--- config.mk ---
export PLATFORM = sky130hd
export DESIGN_NAME = irq_entry_seq
export DESIGN_NICKNAME = d
export VERILOG_FILES = /design/src/rtl/irq_entry_pkg.sv /design/src/rtl/irq_arbiter.sv /design/src/rtl/irq_vec_fetch.sv /design/src/rtl/irq_entry_seq.sv
export SDC_FILE = /design/constraint.sdc
export NUM_CORES = 1
export LEC_CHECK = 0
export ABC_AREA = 0
export CAP_MARGIN = 40
export CELL_PAD_IN_SITES_DETAIL_PLACEMENT = 1
export CELL_PAD_IN_SITES_GLOBAL_PLACEMENT = 1
export CORE_MARGIN = 2
export CORE_UTILIZATION = 32
export CTS_BUF_LIST = sky130_fd_sc_hd__clkbuf_4
export DETAILED_ROUTE_END_ITERATION = 8
export HOLD_SLACK_MARGIN = 0.02
export PLACE_DENSITY = 0.91
export RECOVER_POWER = 50
export SETUP_SLACK_MARGIN = 0.5
export SLEW_MARGIN = 20
export SYNTH_ARGS = -nofsm -noshare
export SYNTH_HDL_FRONTEND = slang
export SYNTH_SLANG_ARGS = --single-unit
--- constraint.sdc ---
create_clock -name clk -period 2.8 [get_ports clk]
set_clock_uncertainty 0.15 [all_clocks]
set_input_delay 0.56 -clock clk [delete_from_list [all_inputs] [get_ports clk]]
set_output_delay 0.56 -clock clk [all_outputs]
set_load 0.05 [all_outputs]
--- src/rtl/irq_entry_pkg.sv ---
package irq_entry_pkg;

   typedef enum logic [2:0] {
      SRC_NONE,
      SRC_EXC,
      SRC_NMI,
      SRC_INTR,
      SRC_STEP
   } irq_src_e;

   typedef enum logic [2:0] {
      ST_IDLE,
      ST_ACK1,
      ST_GAP,
      ST_ACK2,
      ST_READ,
      ST_DONE
   } seq_st_e;

   localparam int unsigned CODE_DIV  = 0;
   localparam int unsigned CODE_STEP = 1;
   localparam int unsigned CODE_NMI  = 2;
   localparam int unsigned CODE_BRK  = 3;
   localparam int unsigned CODE_OVF  = 4;

endpackage

--- src/rtl/irq_arbiter.sv ---
module irq_arbiter
   import irq_entry_pkg::*;
#(
   parameter int unsigned TYPE_W   = 8,
   parameter int unsigned NMI_SYNC = 0
) (
   input  logic              clk,
   input  logic              rst_n,
   input  logic              idle_i,
   input  logic              nmi_i,
   input  logic              intr_i,
   input  logic              if_i,
   input  logic              tf_i,
   input  logic              insn_done_i,
   input  logic              exc_div_i,
   input  logic              exc_brk_i,
   input  logic              exc_into_i,
   input  logic              ovf_i,
   input  logic              swi_i,
   input  logic [TYPE_W-1:0] swi_type_i,
   output logic              grant_o,
   output irq_src_e          src_o,
   output logic [TYPE_W-1:0] type_o
);

   logic nmi_s, nmi_q, nmi_rise, nmi_pend_r, step_pend_r;
   logic nmi_pend, step_pend, exc_any;

   // Optional synchroniser ahead of the edge detector
   if (NMI_SYNC == 0) begin : g_nosync
      assign nmi_s = nmi_i;
   end else begin : g_sync
      logic [NMI_SYNC-1:0] sh;
      always_ff @(posedge clk) begin
         if (!rst_n) sh[0] <= 1'b0;
         else        sh[0] <= nmi_i;
      end
      for (genvar k = 1; k < NMI_SYNC; k++) begin : g_stage
         always_ff @(posedge clk) begin
            if (!rst_n) sh[k] <= 1'b0;
            else        sh[k] <= sh[k-1];
         end
      end
      assign nmi_s = sh[NMI_SYNC-1];
   end

   assign nmi_rise  = nmi_s & ~nmi_q;
   assign nmi_pend  = nmi_pend_r | nmi_rise;
   assign step_pend = step_pend_r | (tf_i & insn_done_i);
   assign exc_any   = exc_div_i | exc_brk_i | (exc_into_i & ovf_i) | swi_i;

   always_ff @(posedge clk) begin
      if (!rst_n) begin
         nmi_q       <= 1'b0;
         nmi_pend_r  <= 1'b0;
         step_pend_r <= 1'b0;
      end else begin
         nmi_q       <= nmi_s;
         nmi_pend_r  <= nmi_pend  & ~(grant_o && src_o == SRC_NMI);
         step_pend_r <= step_pend & ~(grant_o && src_o == SRC_STEP);
      end
   end

   always_comb begin
      grant_o = 1'b0;
      src_o   = SRC_NONE;
      type_o  = '0;
      if (idle_i) begin
         if (exc_any) begin
            grant_o = 1'b1;
            src_o   = SRC_EXC;
            if (exc_div_i)                type_o = TYPE_W'(CODE_DIV);
            else if (exc_brk_i)           type_o = TYPE_W'(CODE_BRK);
            else if (exc_into_i && ovf_i) type_o = TYPE_W'(CODE_OVF);
            else                          type_o = swi_type_i;
         end else if (nmi_pend) begin
            grant_o = 1'b1;
            src_o   = SRC_NMI;
            type_o  = TYPE_W'(CODE_NMI);
         end else if (intr_i && if_i) begin
            grant_o = 1'b1;
            src_o   = SRC_INTR;
         end else if (step_pend) begin
            grant_o = 1'b1;
            src_o   = SRC_STEP;
            type_o  = TYPE_W'(CODE_STEP);
         end
      end
   end


   intr_masked_chk: assert property (@(posedge clk) disable iff (!rst_n)
      (grant_o && src_o == SRC_INTR) |-> (if_i && intr_i));


   nmi_hold_chk: assert property (@(posedge clk) disable iff (!rst_n)
      (nmi_pend && !(grant_o && src_o == SRC_NMI)) |=> nmi_pend_r);

endmodule

--- src/rtl/irq_vec_fetch.sv ---
module irq_vec_fetch
   import irq_entry_pkg::*;
#(
   parameter int unsigned ADDR_W = 20,
   parameter int unsigned TYPE_W = 8,
   parameter int unsigned WORD_W = 16
) (
   input  logic              clk,
   input  logic              rst_n,
   input  logic              grant_i,
   input  irq_src_e          src_i,
   input  logic [TYPE_W-1:0] type_i,
   input  logic [TYPE_W-1:0] ack_type_i,
   input  logic [7:0]        mem_rdata_i,
   output logic              idle_o,
   output logic              inta_n_o,
   output logic              mem_rd_o,
   output logic [ADDR_W-1:0] mem_addr_o,
   output logic              done_o,
   output logic [TYPE_W-1:0] vec_type_o,
   output logic [WORD_W-1:0] new_ip_o,
   output logic [WORD_W-1:0] new_cs_o
);

   localparam int unsigned VEC_BYTES = (2 * WORD_W) / 8;
   localparam int unsigned OFF_W     = $clog2(VEC_BYTES);
   localparam int unsigned IDX_W     = $clog2(VEC_BYTES + 1);

   seq_st_e                 state;
   logic [TYPE_W-1:0]       type_r;
   logic [IDX_W-1:0]        idx;
   logic [2*WORD_W-1:0]     vec_r;

   always_ff @(posedge clk) begin
      if (!rst_n) begin
         state  <= ST_IDLE;
         type_r <= '0;
         idx    <= '0;
         vec_r  <= '0;
      end else begin
         case (state)
            ST_IDLE: if (grant_i) begin
               type_r <= type_i;
               idx    <= '0;
               state  <= (src_i == SRC_INTR) ? ST_ACK1 : ST_READ;
            end
            ST_ACK1: state <= ST_GAP;
            ST_GAP:  state <= ST_ACK2;
            ST_ACK2: begin
               type_r <= ack_type_i;
               state  <= ST_READ;
            end
            ST_READ: begin
               for (int b = 0; b < VEC_BYTES; b++)
                  if (idx == IDX_W'(b + 1)) vec_r[8*b +: 8] <= mem_rdata_i;
               idx <= idx + 1'b1;
               if (idx == IDX_W'(VEC_BYTES)) state <= ST_DONE;
            end
            ST_DONE: state <= ST_IDLE;
            default: state <= ST_IDLE;
         endcase
      end
   end

   assign idle_o     = (state == ST_IDLE);
   assign inta_n_o   = !(state == ST_ACK1 || state == ST_ACK2);
   assign mem_rd_o   = (state == ST_READ) && (idx < IDX_W'(VEC_BYTES));
   assign mem_addr_o = ADDR_W'({type_r, idx[OFF_W-1:0]});
   assign done_o     = (state == ST_DONE);
   assign vec_type_o = type_r;
   assign new_ip_o   = vec_r[WORD_W-1:0];
   assign new_cs_o   = vec_r[2*WORD_W-1:WORD_W];


   ack_no_read_chk: assert property (@(posedge clk) disable iff (!rst_n)
      !inta_n_o |-> !mem_rd_o);


   ack_gap_chk: assert property (@(posedge clk) disable iff (!rst_n)
      $rose(inta_n_o) |=> (!inta_n_o || $stable(inta_n_o)));


   addr_step_chk: assert property (@(posedge clk) disable iff (!rst_n)
      (mem_rd_o && $past(mem_rd_o)) |-> (mem_addr_o == $past(mem_addr_o) + 1'b1));


   done_single_chk: assert property (@(posedge clk) disable iff (!rst_n)
      done_o |=> !done_o);

endmodule

--- src/rtl/irq_entry_seq.sv ---
module irq_entry_seq
   import irq_entry_pkg::*;
#(
   parameter int unsigned ADDR_W    = 20,
   parameter int unsigned TYPE_W    = 8,
   parameter int unsigned WORD_W    = 16,
   parameter int unsigned SEG_SHIFT = 4,
   parameter int unsigned NMI_SYNC  = 0
) (
   input  logic              clk,
   input  logic              rst_n,
   input  logic              nmi_i,
   input  logic              intr_i,
   input  logic              if_i,
   input  logic              tf_i,
   input  logic              insn_done_i,
   input  logic              exc_div_i,
   input  logic              exc_brk_i,
   input  logic              exc_into_i,
   input  logic              ovf_i,
   input  logic              swi_i,
   input  logic [TYPE_W-1:0] swi_type_i,
   output logic              inta_n_o,
   input  logic [TYPE_W-1:0] ack_type_i,
   output logic              mem_rd_o,
   output logic [ADDR_W-1:0] mem_addr_o,
   input  logic [7:0]        mem_rdata_i,
   output logic              busy_o,
   output logic              done_o,
   output logic [TYPE_W-1:0] vec_type_o,
   output logic [WORD_W-1:0] new_ip_o,
   output logic [WORD_W-1:0] new_cs_o,
   output logic [ADDR_W-1:0] isr_addr_o,
   output logic              flag_clr_o
);

   if (ADDR_W != WORD_W + SEG_SHIFT) begin : g_bad_addr
      $error("ADDR_W must equal WORD_W + SEG_SHIFT");
   end
   if (TYPE_W + 2 > ADDR_W) begin : g_bad_type
      $error("vector table does not fit in the address space");
   end
   if (WORD_W % 8 != 0) begin : g_bad_word
      $error("WORD_W must be a whole number of bytes");
   end

   logic              idle, grant;
   irq_src_e          src;
   logic [TYPE_W-1:0] gtype;

   irq_arbiter #(.TYPE_W(TYPE_W), .NMI_SYNC(NMI_SYNC)) u_arb (
      .clk         (clk),
      .rst_n       (rst_n),
      .idle_i      (idle),
      .nmi_i       (nmi_i),
      .intr_i      (intr_i),
      .if_i        (if_i),
      .tf_i        (tf_i),
      .insn_done_i (insn_done_i),
      .exc_div_i   (exc_div_i),
      .exc_brk_i   (exc_brk_i),
      .exc_into_i  (exc_into_i),
      .ovf_i       (ovf_i),
      .swi_i       (swi_i),
      .swi_type_i  (swi_type_i),
      .grant_o     (grant),
      .src_o       (src),
      .type_o      (gtype)
   );

   irq_vec_fetch #(.ADDR_W(ADDR_W), .TYPE_W(TYPE_W), .WORD_W(WORD_W)) u_fetch (
      .clk         (clk),
      .rst_n       (rst_n),
      .grant_i     (grant),
      .src_i       (src),
      .type_i      (gtype),
      .ack_type_i  (ack_type_i),
      .mem_rdata_i (mem_rdata_i),
      .idle_o      (idle),
      .inta_n_o    (inta_n_o),
      .mem_rd_o    (mem_rd_o),
      .mem_addr_o  (mem_addr_o),
      .done_o      (done_o),
      .vec_type_o  (vec_type_o),
      .new_ip_o    (new_ip_o),
      .new_cs_o    (new_cs_o)
   );

   assign busy_o     = !idle;
   assign flag_clr_o = done_o;
   assign isr_addr_o = {new_cs_o, {SEG_SHIFT{1'b0}}} + ADDR_W'(new_ip_o);

endmodule

==> impl_metrics.json <==
{
  "clk_path_buf_depth": 2,
  "vias_per_inst": 5.119,
  "most_common_cell_in_the_synthesized_netlist": "sky130_fd_sc_hd__nand2_1",
  "count_of_filler_cells_inserted_in_the_layout": 1041,
  "r2r-end": "u_fetch.vec_r[8]$_SDFFE_PN0P_",
  "synth-async-reset-ratio_pct": 0,
  "rsz0062_at_grt": "true",
  "grt_util_all_layers_pct": 20.42,
  "floorplan.rows": 35,
  "io_pins": 121,
  "post_route_cells_drive_above_1_share_pct": 27.10,
  "path_max_fanout": 5,
  "finalHoldViolations": 0,
  "finish.net_count": 529,
  "hold_path.class": "reg2reg",
  "tritoncts.num_buffers": 5,
  "detail_route.first_pass.iterations": 4,
  "synthesis.instances": 354,
  "tightestPinTransition_ns": 1.075,
  "failed_checks": "setup timing",
  "layout_min_cycle_time_ns": 3.196,
  "clock_sink_count": 49,
  "post-route-drc-count": 0,
  "drt.antenna.violating_nets": 0,
  "synthesis.area_um2": 2955,
  "avgRoutedWirePerCell_um": 17.37,
  "timing.max_slew.rel_slack_pct": 28.32,
  "synth_largest_area_cell": "sky130_fd_sc_hd__dfxtp_1",
  "cp.arrival_ns": 2.49,
  "yosysTopAreaCellShare_pct": 33.19,
  "cts_tree": "built",
  "first_global_vias": 3238,
  "grt.overflow.total": 0,
  "place.gp.congestion": 0.8004,
  "htree_num_levels": 2,
  "crit_path_end_kind": "primary output",
  "syn_area_per_cell_um2": 8.348,
  "vias": 3005,
  "run_status": "finished with violations",
  "synth_enable_flop_cells": 0,
  "hold_path_startpoint": "u_fetch.vec_r[2]$_SDFFE_PN0P_",
  "synth_area_leaders": "sky130_fd_sc_hd__dfxtp_1 33%, sky130_fd_sc_hd__ha_1 7.2%, sky130_fd_sc_hd__nand2_1 6.7%, sky130_fd_sc_hd__buf_4 6.4%, sky130_fd_sc_hd__a21boi_0 6.1%",
  "worst_skew_pair.late_latency_ns": 0.36,
  "layout_area_overhead_pct": 61.05,
  "die_area_um2": 10020,
  "grt_max_degree": 33,
  "p_per_area_nw_per_um2": 359.6,
  "fmax_ghz": 0.3129,
  "core_um2": 9109,
  "reg2reg_slack_ns": 0.79,
  "num_antenna_cells": 0,
  "critical_path_required_ns": 2.09,
  "drt-initial-drc-count": 69,
  "flop_and_latch_count_out_of_synthesis": 49,
  "timing.final.crit_share_pct": 114.1,
  "synth_warnings": 0,
  "fin_tns_setup_ns": -3.081,
  "ctsRootBufferMaster": "sky130_fd_sc_hd__clkbuf_4",
  "yosys_most_used_dff": "sky130_fd_sc_hd__dfxtp_1",
  "antenna_found_initial": 0,
  "max_cap_viol_count": 0,
  "report.final.setup_viol": 12,
  "holdBufCountCts": 0,
  "worst_setup_hold_path_clk_slew_ns": 0.15,
  "die_w_um": 100.1,
  "synth-seq-area-share_pct": 33.19,
  "finalWirelength_um": 10200,
  "timing_worst_setup_path_type": "reg2out",
  "starting_utilization_of_the_core_area_pct": 32.45,
  "worst_slack_ns": -0.3959,
  "place.port_buffers": 110,
  "grt_first_pass_wirelength_um": 16430,
  "die_h_um": 100.1,
  "hold_end": "u_fetch.vec_r[2]$_SDFFE_PN0P_",
  "holdWs_ns": 0.3609,
  "power_leakage_nw": 2.104,
  "vdd.ir_drop.worst_v": 0.0002424,
  "timing.critical_path.from_type": "flop",
  "ys_types": 53,
  "reg2reg_from": "u_fetch.state[2]$_SDFFE_PN0P_",
  "ranking_of_synthesized_cells_by_instance_count": "53 x sky130_fd_sc_hd__nand2_1, 49 x sky130_fd_sc_hd__dfxtp_1, 25 x sky130_fd_sc_hd__buf_4",
  "dp.final_hpwl_um": 7645,
  "r2r_cells": 8,
  "report.final.slew_viol_count": 0,
  "min_path_cells": 2
}
-- per-layer routing --
metal / GRT usage, % / up-vias / wire (um)
li1: - / 1449 / -
met1: 23.14 / 1452 / 4203
met2: 38.46 / 92 / 5459
met3: 4.387 / 12 / 430
met4: 5.690 / 0 / 101
met5: 0 / - / 0
-- final cells by class --
| cell class | count | area [um^2] | area share [%] |
|---|---|---|---|
| flip-flops and latches | 49 | 1031 | 21.66 |
| clock buffers | 6 | 45.04 | 0.9464 |
| clock inverters | 2 | 33.78 | 0.7098 |
| repair buffers | 143 | 1358 | 28.52 |
| multi-input cells | 268 | 2123 | 44.61 |
| inverters | 8 | 30.03 | 0.6309 |
| well taps | 111 | 138.9 | 2.918 |
-- placed cells by master, fill, tap and decap left out, types with 10 or more instances in the layout --
master                            synthesis  routed
sky130_fd_sc_hd__a21boi_0                24      24
sky130_fd_sc_hd__a21oi_1                 16      12
sky130_fd_sc_hd__buf_12                   0      13
sky130_fd_sc_hd__buf_4                   25      29
sky130_fd_sc_hd__clkbuf_1                 9      21
sky130_fd_sc_hd__clkdlybuf4s50_1          0      30
sky130_fd_sc_hd__conb_1                   1      10
sky130_fd_sc_hd__dfxtp_1                 49      29
sky130_fd_sc_hd__dfxtp_2                  0      10
sky130_fd_sc_hd__dfxtp_4                  0      10
sky130_fd_sc_hd__dlygate4sd2_1            0      28
sky130_fd_sc_hd__dlymetal6s2s_1           0      11
sky130_fd_sc_hd__ha_1                    17      10
sky130_fd_sc_hd__nand2_1                 53      52
sky130_fd_sc_hd__nand3_1                 23      23
sky130_fd_sc_hd__nor2_1                  13      11
sky130_fd_sc_hd__o21ai_0                 16      11
-- kinds of logic (layout without fill, tap and decap cells) --
logic type / after synthesis / in the layout / share of synthesized area (%)
AOI/OAI and AO/OA: 91 / 91 / 21.34
xor gates and xnor gates: 12 / 12 / 3.556
adders and majority gates: 18 / 18 / 7.875
buffers and inverters: 47 / 159 / 9.949
DFF: 49 / 49 / 33.19
muxes: 8 / 8 / 2.710
other: 1 / 10 / 0.1269
and+or+nand+nor: 128 / 129 / 21.25
-- through the flow --
step	power [mW]	setup WS, ns	cells	utilization (%)	cell area [um^2]
after floorplan	1.127	0.005248	363	-	3304
after global placement	1.293	0.06002	564	49.90	4546
after detailed placement	1.305	-0.01054	564	49.90	4546
after CTS	1.746	-0.4335	582	52.51	4783
after global routing	1.797	-0.5163	587	52.25	4760
final	1.711	-0.3959	587	52.25	4760
-- critical path, stage by stage (launching register included) --
cell	delay, ns
sky130_fd_sc_hd__dfxtp_4	0.39
sky130_fd_sc_hd__ha_4	0.31
sky130_fd_sc_hd__o21ai_1	0.09
sky130_fd_sc_hd__nor2_2	0.20
sky130_fd_sc_hd__nor2_1	0.08
sky130_fd_sc_hd__or3_4	0.39
sky130_fd_sc_hd__o211ai_1	0.30
sky130_fd_sc_hd__o311ai_4	0.17
sky130_fd_sc_hd__buf_12	0.18
-- sequential cells by signal (all words and copies together), names as in the netlist --
register,flops
u_fetch.state,3
u_fetch.vec_type_o,8
u_fetch.idx,3
u_fetch.vec_r,32
u_arb.step_pend_r,1
u_arb.nmi_pend_r,1
u_arb.nmi_q,1
-- power breakdown --
group | switching, mW | internal [mW] | leakage [nW]
Combinational | 0.354 | 0.192 | 1.65
Sequential | 0.0304 | 0.719 | 0.411
Clock | 0.221 | 0.196 | 0.0433
Total | 0.604 | 1.11 | 2.10
-- worst max-delay path by stage --
stage                                               from             end  slack [ns]  depth (start not counted)
after floorplan            u_fetch.vec_r[4]$_SDFFE_PN0P_  isr_addr_o[18]       0.005                          8
after global placement    u_fetch.vec_r[11]$_SDFFE_PN0P_  isr_addr_o[17]        0.06                          8
after detailed placement   u_fetch.vec_r[4]$_SDFFE_PN0P_  isr_addr_o[16]       -0.01                          9
after CTS                  u_fetch.vec_r[4]$_SDFFE_PN0P_  isr_addr_o[16]       -0.43                          9
after global routing       u_fetch.vec_r[7]$_SDFFE_PN0P_  isr_addr_o[16]       -0.52                          8
final                     u_fetch.vec_r[23]$_SDFFE_PN0P_  isr_addr_o[16]       -0.40                          8
-- timing repair --
action	in CTS	in global routing
endpoints found under the setup margin	60	55
pin swaps	22	18
setup buffers	9	5
gates cloned	1	0
gates resized for setup	65	43
Power figures use the tool's default switching activity.
